## src/rtl/dscan_pkg.sv

```systemverilog
package dscan_pkg;

    localparam int DEF_SCAN_W   = 32;
    localparam int DEF_NUM_ROWS = 8;

    typedef enum logic [1:0] {
        EV_NONE,
        EV_PRESENT,
        EV_SAMPLE
    } shift_ev_t;

endpackage

```

## src/rtl/dscan_rowbank.sv

```systemverilog
module dscan_rowbank #(
    parameter int W    = dscan_pkg::DEF_SCAN_W,
    parameter int ROWS = dscan_pkg::DEF_NUM_ROWS,
    localparam int AW  = (ROWS > 1) ? $clog2(ROWS) : 1
) (
    input  logic          clk,
    input  logic          rst_n,
    input  logic [AW-1:0] sel,
    input  logic          rd_stb,
    input  logic          wr_stb,
    input  logic          busy,
    input  logic [W-1:0]  wr_data,
    output logic [W-1:0]  rd_data,
    output logic          load_en
);

    logic [ROWS-1:0][W-1:0] rows_d, rows_q;
    logic [ROWS-1:0]        row_hit;
    logic                   wr_go;

    for (genvar g = 0; g < ROWS; g++) begin : g_hit
        assign row_hit[g] = (sel == AW'(g));
    end

    always_comb begin
        wr_go   = wr_stb && !rd_stb && !busy;
        load_en = rd_stb && !busy;
        rows_d  = rows_q;
        rd_data = '0;
        for (int i = 0; i < ROWS; i++) begin
            if (row_hit[i]) begin
                rd_data = rows_q[i];
                if (wr_go) begin
                    rows_d[i] = wr_data;
                end
            end
        end
    end

    always_ff @(posedge clk or negedge rst_n) begin
        if (!rst_n) begin
            rows_q <= '0;
        end else begin
            rows_q <= rows_d;
        end
    end

    // rows only change on a lone write outside the shift phases
    p_rows_kept_r8: assert property (@(posedge clk) disable iff (!rst_n)
        (busy || !wr_stb || rd_stb) |=> $stable(rows_q));

endmodule

```

## src/rtl/dscan_shifter.sv

```systemverilog
module dscan_shifter #(
    parameter int W = dscan_pkg::DEF_SCAN_W
) (
    input  logic         clk,
    input  logic         rst_n,
    input  logic         load_en,
    input  logic [W-1:0] load_data,
    input  logic         hold,
    input  logic         strb_a,
    input  logic         strb_b,
    input  logic         ser_in,
    output logic         ser_out,
    output logic         ser_oe,
    output logic [W-1:0] shreg
);
    import dscan_pkg::*;

    typedef struct packed {
        logic [W-1:0] sr;
        logic         out_bit;
        logic         a_seen;
        logic         b_seen;
    } shift_st_t;

    shift_st_t st_d, st_q;
    shift_ev_t ev;

    always_comb begin
        ev = EV_NONE;
        if (!hold && !(strb_a && strb_b)) begin
            if (strb_b && !st_q.b_seen) begin
                ev = EV_PRESENT;
            end else if (strb_a && !st_q.a_seen) begin
                ev = EV_SAMPLE;
            end
        end

        st_d        = st_q;
        st_d.a_seen = strb_a;
        st_d.b_seen = strb_b;
        if (load_en) begin
            st_d.sr = load_data;
        end
        case (ev)
            EV_PRESENT: st_d.out_bit = st_q.sr[W-1];
            EV_SAMPLE:  st_d.sr      = {st_q.sr[W-2:0], ser_in};
            default:    ;
        endcase
    end

    always_ff @(posedge clk or negedge rst_n) begin
        if (!rst_n) begin
            st_q <= '0;
        end else begin
            st_q <= st_d;
        end
    end

    assign ser_oe  = st_q.b_seen;
    assign ser_out = st_q.b_seen & st_q.out_bit;
    assign shreg   = st_q.sr;

    // enable follows the sampled B strobe one cycle later
    p_oe_on_r4: assert property (@(posedge clk) disable iff (!rst_n)
        strb_b |=> ser_oe);
    p_oe_off_r4: assert property (@(posedge clk) disable iff (!rst_n)
        !strb_b |=> !ser_oe);

    // a B phase never moves the master stage
    p_b_keeps_sr_r3: assert property (@(posedge clk) disable iff (!rst_n)
        (strb_b && !load_en) |=> $stable(st_q.sr));

    // output steady while B remains high
    p_out_steady_r3: assert property (@(posedge clk) disable iff (!rst_n)
        (ser_oe && strb_b) |=> $stable(ser_out));

    // hold freezes both stages
    p_hold_freeze_r9: assert property (@(posedge clk) disable iff (!rst_n)
        (hold && !load_en) |=> ($stable(st_q.sr) && $stable(st_q.out_bit)));

endmodule

```

## src/rtl/dbg_scan_chain.sv

```systemverilog
module dbg_scan_chain #(
    parameter int SCAN_W   = dscan_pkg::DEF_SCAN_W,
    parameter int NUM_ROWS = dscan_pkg::DEF_NUM_ROWS,
    localparam int ADDR_W  = (NUM_ROWS > 1) ? $clog2(NUM_ROWS) : 1
) (
    input  logic              clk,
    input  logic              rst_n,
    input  logic [ADDR_W-1:0] row_sel,
    input  logic              rd_stb,
    input  logic              wr_stb,
    input  logic              hold,
    input  logic              shift_a,
    input  logic              shift_b,
    input  logic              scan_in,
    output logic              scan_out,
    output logic              scan_oe
);

    logic              busy;
    logic              load_en;
    logic [SCAN_W-1:0] row_word;
    logic [SCAN_W-1:0] shreg;

    assign busy = shift_a | shift_b;

    dscan_rowbank #(
        .W    (SCAN_W),
        .ROWS (NUM_ROWS)
    ) bank_i (
        .clk     (clk),
        .rst_n   (rst_n),
        .sel     (row_sel),
        .rd_stb  (rd_stb),
        .wr_stb  (wr_stb),
        .busy    (busy),
        .wr_data (shreg),
        .rd_data (row_word),
        .load_en (load_en)
    );

    dscan_shifter #(
        .W (SCAN_W)
    ) shift_i (
        .clk       (clk),
        .rst_n     (rst_n),
        .load_en   (load_en),
        .load_data (row_word),
        .hold      (hold),
        .strb_a    (shift_a),
        .strb_b    (shift_b),
        .ser_in    (scan_in),
        .ser_out   (scan_out),
        .ser_oe    (scan_oe),
        .shreg     (shreg)
    );

    // released output is parked low
    p_parked_low_r4: assert property (@(posedge clk) disable iff (!rst_n)
        !scan_oe |-> !scan_out);

endmodule

```

## config.mk

```make
export PLATFORM = sky130hd
export DESIGN_NAME = dbg_scan_chain
export DESIGN_NICKNAME = d
export VERILOG_FILES = /design/src/rtl/dscan_pkg.sv /design/src/rtl/dscan_rowbank.sv /design/src/rtl/dscan_shifter.sv /design/src/rtl/dbg_scan_chain.sv
export SDC_FILE = /design/constraint.sdc
export NUM_CORES = 1
export LEC_CHECK = 0
export ABC_AREA = 1
export BUFFER_PORTS_ARGS = -buffer_cell sky130_fd_sc_hd__buf_2
export CORE_UTILIZATION = 65
export CTS_BUF_LIST = sky130_fd_sc_hd__clkbuf_4
export CTS_CLUSTER_DIAMETER = 80
export DETAILED_ROUTE_END_ITERATION = 10
export PLACE_DENSITY = 0.78
export SYNTH_ARGS = -nofsm -noshare
export SYNTH_HDL_FRONTEND = slang
export SYNTH_SLANG_ARGS = --single-unit
export TNS_END_PERCENT = 100
```

## constraint.sdc

```tcl
create_clock -name clk -period 1.32 [get_ports clk]
set_input_delay 0.264 -clock clk [delete_from_list [all_inputs] [get_ports clk]]
set_output_delay 0.264 -clock clk [all_outputs]
set_load 0.005 [all_outputs]
```

==> impl_results.md, run 1 <==
- Run status: finished, violations left
- Violations in the final reports: setup timing
- Layer with the highest usage after global routing: met2
- Number of nets in the final layout: 1606
- GR Layer Usage met1: 49.7%
- Met2 track demand over resource in global routing: roughly 56%
- Area growth syn-to-layout: 17.2%
- Fraction of the core area covered by cells at the end of the flow: 77.9%
- RSZ-0062 raised after global routing: true
- Multiplexer share of the synthesized area: 0%
- Power Density: 1430 nW/um^2
- Maximum number of buffers from clock root to sink: 3
- Final slew viol count: 0
- Count of TritonRoute iterations in the first routing pass: 5
- Area share of xor/xnor cells in the synthesized design: 0%
- Grt ovf: 0
- Cells after DPL: 1768
- Netlist Area Pre-Place: 12900 um^2
- Count of placed standard cells in the final layout, fillers left out: 1909
- Top-level port count: 13
- Area of the multi-input gates: about 5000 um^2
- Routed via count: 11500
- Placer congestion estimate: 0.823
- Global-route wire length before repair: 57.1 mm
- Critical path arrival: 2.22 ns
- Startpoint of the worst-slack reg-to-reg timing path: shift_i.ser_oe$_DFF_PN0_
- Fin Clk Skew: 0.0433 ns
- Fraction of the mapped netlist area in adder cells: 0%
- Per-instance average area after synthesis: 8.53 um^2
- Clock period minus worst slack: between 1.5 and 2 ns
- Critical path launch point type: flip-flop
- Total nets after synthesis: 1527
- Transition at the pin with the smallest max-transition slack: 0.512 ns
- IR drop worst, VDD: 0.00111 V
- Number of max-cap violations: 0
- Number of distinct standard cells referenced by the synthesized netlist: 24
- Register area share after synthesis: 56.3%
- Core area: 19500 um^2
- Final setup violation count: 34
- Design Power: approximately 22 mW
- Path type of the worst setup path: reg -> reg
- Worst setup timing slack at the placement stage: -0.326 ns
- Max Fanout on Critical Path: 8
- DRC marker count from the first detailed-route iteration: 1156
- Crit end category: flip-flop
- Dominant combinational cell family by area after synthesis: simple AND/OR/NAND/NOR gates
- Syn Inst Count: 1516
- Worst-skew pair later-pin latency: between 0.6 and 0.7 ns
- Finished Cell Area: around 15000 um^2
- Port Buffer Count: 12
- HP Class: in -> async
- Setup TNS: -10.47 ns
- H-Tree Depth: 3
- Flops & latches, synth: about 290
- Crit path setup slack, layout: -0.358 ns
- Number of warnings reported in the yosys synthesis log: 0
- Compound-cell area share of the yosys netlist: 14.0%
- # rows: 51
- Layout cell share with drive strength beyond 1: 16.4%
- Worst EP required: 1.86 ns
- Setup slack on the worst flop-to-flop path: -0.36 ns
- Vias in the first global route: 11100
- Cts bufs inserted: 76
- Tightest hold margin: 0.0419 ns
- Die Wd: 143 um
- FF+latch area: 7280 um^2
- Detail-routed net length per standard cell: between 15 and 20 um
- Share of the clock period used by the worst path: 127%
- Setup crit start: shift_i.ser_oe$_DFF_PN0_
- TritonCTS clock tree: built
- Post-CTS clock slew at the launch and capture registers of the worst setup and hold paths: 0.06 ns
- Antenna violations before repair: 1
- Achievable Freq: 596 MHz
- Filler Cell Count: 1337
- Count of nets left with antenna violations after detail routing: 0
- Detailed Route WL: 35.9 mm
- Cell count of the worst reg-to-reg path: 10
- DIE AREA: between 20000 and 25000 um^2
- Number of vias per cell: 6.05
- Capturing point of the worst reg2reg path: shift_i.shreg[25]$_DFFE_PN0P_
- Leak Pwr: 6.95 nW
- Initial core utilization: 66.5%
- Final hold vios: 0
- Gr usage total: approximately 37%
- Drc violations: 0
- Estimated wirelength of the detail-placed design: 20.0 mm
- Rel. slew slack: 65.9%
- Placed cell area: around 14000 um^2
- Maximum number of pins on one net before global-route repair: between 70 and 80
- Share of synthesized cell area in and, or, nand and nor gates: 22.0%
- Clk sinks: around 290
- Die H: around 140 um
- Clock root cell: sky130_fd_sc_hd__clkbuf_4
- Met3 track demand over resource: 6.98%
## placed cells by master (no fill, tap or decap)
cell / n
sky130_fd_sc_hd__bufinv_16: 2
sky130_fd_sc_hd__o21ai_1: 113
sky130_fd_sc_hd__buf_16: 2
sky130_fd_sc_hd__inv_1: 131
sky130_fd_sc_hd__clkbuf_16: 1
sky130_fd_sc_hd__nand4_1: 97
sky130_fd_sc_hd__inv_2: 5
sky130_fd_sc_hd__o21ai_0: 144
sky130_fd_sc_hd__buf_2: 11
sky130_fd_sc_hd__o22ai_1: 4
sky130_fd_sc_hd__inv_4: 1
sky130_fd_sc_hd__nand2_2: 7
sky130_fd_sc_hd__nor2_8: 1
sky130_fd_sc_hd__nand3_2: 1
sky130_fd_sc_hd__a21oi_1: 65
sky130_fd_sc_hd__nand2_4: 1
sky130_fd_sc_hd__o22ai_2: 23
sky130_fd_sc_hd__nor2_2: 1
sky130_fd_sc_hd__nand3_1: 65
sky130_fd_sc_hd__buf_12: 26
sky130_fd_sc_hd__nand4_4: 3
sky130_fd_sc_hd__nand2_1: 386
sky130_fd_sc_hd__nor2_1: 64
sky130_fd_sc_hd__dfrtp_1: 291
sky130_fd_sc_hd__buf_8: 3
sky130_fd_sc_hd__nor2_4: 1
sky130_fd_sc_hd__diode_2: 1
sky130_fd_sc_hd__nand3_4: 1
sky130_fd_sc_hd__clkbuf_4: 112
sky130_fd_sc_hd__clkinv_1: 9
sky130_fd_sc_hd__clkinv_2: 1
sky130_fd_sc_hd__o22ai_4: 5
sky130_fd_sc_hd__nor3_4: 4
sky130_fd_sc_hd__buf_4: 54
sky130_fd_sc_hd__dlygate4sd3_1: 5
sky130_fd_sc_hd__buf_6: 3
## area by class of cell
cell class	instances	area share [%]
antenna	1	0.0165
inverter	135	3.37
sequential	291	48.0
tap	265	2.19
clock inverter	14	0.693
timing repair buffer	105	7.85
clock buffer	112	5.55
multi-input combinational	986	32.3
## critical path, stage by stage (launching register included)
cell,delay (ns)
sky130_fd_sc_hd__dfrtp_1,0.39
sky130_fd_sc_hd__buf_4,0.14
sky130_fd_sc_hd__buf_6,0.11
sky130_fd_sc_hd__inv_4,0.04
sky130_fd_sc_hd__nand2_2,0.04
sky130_fd_sc_hd__nand4_1,0.18
sky130_fd_sc_hd__buf_6,0.21
sky130_fd_sc_hd__clkbuf_16,0.21
sky130_fd_sc_hd__o22ai_1,0.09
sky130_fd_sc_hd__inv_1,0.07
sky130_fd_sc_hd__nand2_1,0.05
## Yosys cell counts, drive strengths merged
library cell / number / area [um^2]
nand4: 100 / 671
nand3: 67 / 348
inv: 135 / 507
nor2: 67 / 278
o21ai: 257 / 1290
nor3: 4 / 58.8
dfrtp: 291 / 7280
nand2: 394 / 1490
a21oi: 65 / 325
buf: 52 / 293
o22ai: 32 / 200
clkbuf: 52 / 195
## kinds of logic (layout without fill, tap and decap cells)
logic type	after synthesis	count (layout)
AND/OR/NAND/NOR	632	632
AO/OA/AOI/OAI	354	354
flip-flops	291	291
buffers and inverters	239	366
other	0	1
## worst max path at each step
stage / cells past startpoint / end / slack, ns
global placement: 7 / shift_i.shreg[6]$_DFFE_PN0P_ / -0.27
global route: 10 / shift_i.shreg[9]$_DFFE_PN0P_ / -0.40
CTS: 4 / scan_out / -0.34
finish: 10 / shift_i.shreg[25]$_DFFE_PN0P_ / -0.36
detailed placement: 7 / shift_i.shreg[6]$_DFFE_PN0P_ / -0.33
floorplan: 7 / bank_i.rows_q[55]$_DFFE_PN0P_ / 0.01
## state kept, by name, summed over array words and instances, names as in the netlist
| register | flops |
|---|---|
| bank_i.rows_q | 256 |
| shift_i.ser_oe | 1 |
| shift_i.shreg | 32 |
| shift_i.st_q | 2 |
## metal layers
| layer | part of all wire, % | wire, um |
|---|---|---|
| met1 | 40 | 14500 |
| met2 | 47 | 16800 |
| met3 | 8.9 | 3200 |
| met4 | 4.0 | 1450 |
| met5 | 0 | 0 |
## where the power goes
group          total (mW)  internal [mW]  switching (mW)  leakage (nW)
Sequential           10.7           10.1           0.584          3.96
Combinational        3.22           1.11            2.12          2.42
Clock                7.82           4.24            3.58         0.570
Total                21.7           15.4            6.28          6.95
## timing repair
item | CTS | global route
gates cloned | 5 | 1
hold endpoints to repair | 295 | 0
resized for setup | 24 | 30
endpoints found under the setup margin | 34 | 34
hold buffers | 5 | 0
buffers inserted | 5 | 1
pin swaps | 2 | 1
No activity file was read; power rests on OpenSTA's default activity.
==> run 2, diff against run 1 <==
--- a/config.mk
+++ b/config.mk
@@ -5,7 +5,6 @@
 export SDC_FILE = /design/constraint.sdc
 export NUM_CORES = 1
 export LEC_CHECK = 0
-export ABC_AREA = 1
 export BUFFER_PORTS_ARGS = -buffer_cell sky130_fd_sc_hd__buf_2
 export CORE_UTILIZATION = 65
 export CTS_BUF_LIST = sky130_fd_sc_hd__clkbuf_4
==> run 2 against run 1 <==
  * The flow still finishes with violations (setup timing)
  * Sequential power about the same
  * Non-clock buffer count decreased by 5
  * Setup slack improved by 0.073 ns
  * Final area increased by 2.8%
  * Register-to-register slack improved by 0.17 ns
  * Core utilization increased by 1.9 points
  * Flip-flop and latch count unchanged
  * Die area increased by 0.22%
  * Critical path depth decreased by 8
  * Clock skew decreased by 0.026 ns
  * Clock power increased by 1%
  * Area after synthesis increased by 0.22%
==> impl_results.md, run 2 <==
- Run status: finished, violations left
- Violations in the final reports: setup timing
- Count of nets left with antenna violations after detail routing: 0
- Finished Cell Area: 15600 um^2
- Detail-routed net length per standard cell: around 24 um
- Register area share after synthesis: 56.2%
- DRC marker count from the first detailed-route iteration: 473
- Gr usage total: 33.7%
- Grt ovf: 0
- Leading cell type in the layout, fill and taps excluded: sky130_fd_sc_hd__dfrtp_1
- Die Wd: 143 um
- Total nets after synthesis: 902
- Placer congestion estimate: 0.799
- Placed cell area: roughly 14000 um^2
- Maximum number of buffers from clock root to sink: 3
- Vias in the first global route: 9250
- Crit end category: output port
- Syn Inst Count: roughly 890
- EDFF count, synth: 0
- Worst setup timing slack at the placement stage: -0.550 ns
- Compound-cell area share of the yosys netlist: under 10%
- Cell types with the highest counts after synthesis: sky130_fd_sc_hd__dfrtp_1 (291), sky130_fd_sc_hd__mux2_2 (216), sky130_fd_sc_hd__mux2_1 (74)
- Power Density: 1320 nW/um^2
- RSZ-0062 raised after global routing: true
- Path type of the worst setup path: reg -> out
- Clock root cell: sky130_fd_sc_hd__clkbuf_4
- Most used cells in the layout excluding fill and tap cells: sky130_fd_sc_hd__dfrtp_1 (291), sky130_fd_sc_hd__mux2_2 (196), sky130_fd_sc_hd__clkbuf_4 (114)
- Top-level port count: 13
- Netlist Area Pre-Place: roughly 13000 um^2
- Fraction of the mapped netlist area in adder cells: 0%
- Yosys top cell area share: between 50% and 60%
- Number of flip-flops under the largest register name: 256
- Post-CTS clock slew at the launch and capture registers of the worst setup and hold paths: approximately 0.070 ns
- Share of the clock period used by the worst path: 122%
- Number of max-cap violations: 0
- Critical path launch point type: flip-flop
- Area growth syn-to-layout: 20.2%
- Filler Cell Count: 1055
- Core area: 19500 um^2
- Worst-skew pair later-pin latency: 0.68 ns
- Multiplexer share of the synthesized area: 30.6%
- Final setup violation count: 34
- # rows: 51
- HP Class: in -> async
- Flops & latches, synth: 291
- Count of TritonRoute iterations in the first routing pass: 5
- Routed via count: 8331
- Fin Clk Skew: 0.0175 ns
- Cts bufs inserted: 76
- Largest area contributor in the netlist: sky130_fd_sc_hd__dfrtp_1
- Area share of xor/xnor cells in the synthesized design: 0%
- IR drop worst, VDD: 0.000899 V
- Number of distinct standard cells referenced by the synthesized netlist: 32
- Transition at the pin with the smallest max-transition slack: 0.469 ns
- DIE AREA: 20500 um^2
- Layout cell share with drive strength beyond 1: 55.0%
- Critical path arrival: 1.34 ns
- Number of warnings reported in the yosys synthesis log: 0
- Max Fanout on Critical Path: 2
- Per-instance average area after synthesis: ~15 um^2
- Worst EP required: 1.06 ns
- Drc violations: 0
- Antenna violations before repair: 1
- Crit path setup slack, layout: -0.285 ns
- Number of nets in the final layout: 986
- Clk sinks: 291
- Share of synthesized cell area in and, or, nand and nor gates: 1.45%
- Post-synth ARST share: between 90% and 100%
- Primary FF master, synth: sky130_fd_sc_hd__dfrtp_1
- Clock period minus worst slack: 1.61 ns
- Final hold vios: 0
- Maximum number of pins on one net before global-route repair: 45
- Achievable Freq: roughly 620 MHz
- Register containing the most flip-flops in the final layout: bank_i.rows_q
- Final slew viol count: 0
- H-Tree Depth: 3
- Global-route wire length before repair: 51.3 mm
- Initial core utilization: 66.4%
- Estimated wirelength of the detail-placed design: ~18 mm
- Tightest hold margin: 0.0836 ns
- Dominant combinational cell family by area after synthesis: multiplexers
- Rel. slew slack: about 69%
- Die H: around 140 um
- TritonCTS clock tree: built
- Leak Pwr: 7.51 nW
- Number of vias per cell: 6.44
- Port Buffer Count: 12
- Cell types with the largest area share after synthesis: sky130_fd_sc_hd__dfrtp_1 (56%), sky130_fd_sc_hd__mux2_2 (19%), sky130_fd_sc_hd__mux2_1 (6.4%)
- Detailed Route WL: about 32 mm
- Setup TNS: -5.28 ns
- Cell with the most instances after synthesis: sky130_fd_sc_hd__dfrtp_1
- Fraction of the core area covered by cells at the end of the flow: 79.8%
## run 2: changes by cell type after synthesis, sizes merged, moves of 31 or more
| cell | change |
|---|---|
| nand2 | -389 |
| mux2 | +290 |
| o21ai | -195 |
| inv | -134 |
| nand4 | -100 |
| nand3 | -65 |
| nor2 | -63 |
| a21oi | -34 |
| a22oi | +31 |
| mux4 | +31 |
| o221a | +31 |
| o22ai | -31 |
## run 2: critical path, stage by stage, from the launching register on
cell and delay [ns]:
sky130_fd_sc_hd__dfrtp_1 0.38, sky130_fd_sc_hd__and2_1 0.15, sky130_fd_sc_hd__buf_2 0.12
## run 2: path summary, 6_finish.rpt
path                                                startpoint                             end  slack, ns  depth (start not counted)
min in group clk                                       shift_a     shift_i.st_q[2]$_DFFE_PN0N_       0.14                          4
worst min-delay path                                     rst_n   bank_i.rows_q[98]$_DFFE_PN0P_       0.08                          2
worst min register to register  bank_i.rows_q[108]$_DFFE_PN0P_  bank_i.rows_q[108]$_DFFE_PN0P_       0.48                          1
worst max register to register       shift_i.st_q[1]$_DFF_PN0_    shift_i.shreg[7]$_DFFE_PN0P_      -0.19                          6
worst max-delay path               shift_i.st_q[2]$_DFFE_PN0N_                        scan_out      -0.29                          2
max in group asynchronous                                rst_n  bank_i.rows_q[122]$_DFFE_PN0P_       0.64                          3
## run 2: cell families after synthesis
group	count (synthesis)
AO/OA/AOI/OAI	160
buffers and inverters	95
flip-flops	291
multiplexers	321
AND/OR/NAND/NOR	24
## run 2: cell type report
cell class,count,area [um^2],share of cell area (%)
Antenna cell,1,2.50,0.0161
Clock buffer,114,856,5.49
Clock inverter,16,114,0.731
Inverter,1,3.75,0.0241
Multi-Input combinational cell,505,5750,36.9
Sequential cell,291,7280,46.8
Tap cell,265,332,2.13
Timing Repair Buffer,100,1240,7.97
## run 2: per-layer routing
metal,GRT usage (%),vias up,routed length [um]
li1,-,3525,-
met1,43.2,4432,12800
met2,55.0,279,16100
met3,7.61,95,1830
met4,15.6,0,942
met5,0,-,0
## run 2: metrics by stage
stage | power, mW | instances
after floorplan | 11.7 | 891
after global placement | 12.4 | 1147
after detailed placement | 12.6 | 1147
after CTS | 20.7 | 1292
after global routing | 21.5 | 1293
final | 20.6 | 1293
## run 2: report_power, final
group | internal [mW] | switching [mW] | leakage (nW)
clock network | 4.31 | 3.61 | 0.582
logic | 1.24 | 0.971 | 2.94
registers | 9.68 | 0.788 | 4.00
total | 15.2 | 5.37 | 7.51
## run 2: timing repair
item | CTS | global route
setup endpoints to repair | 34 | 35
hold buffers | 5 | 0
resized for setup | 55 | 11
hold endpoints to repair | 295 | 0
buffers inserted | 7 | 5
cloned | 5 | 0
pin swaps | 7 | 12
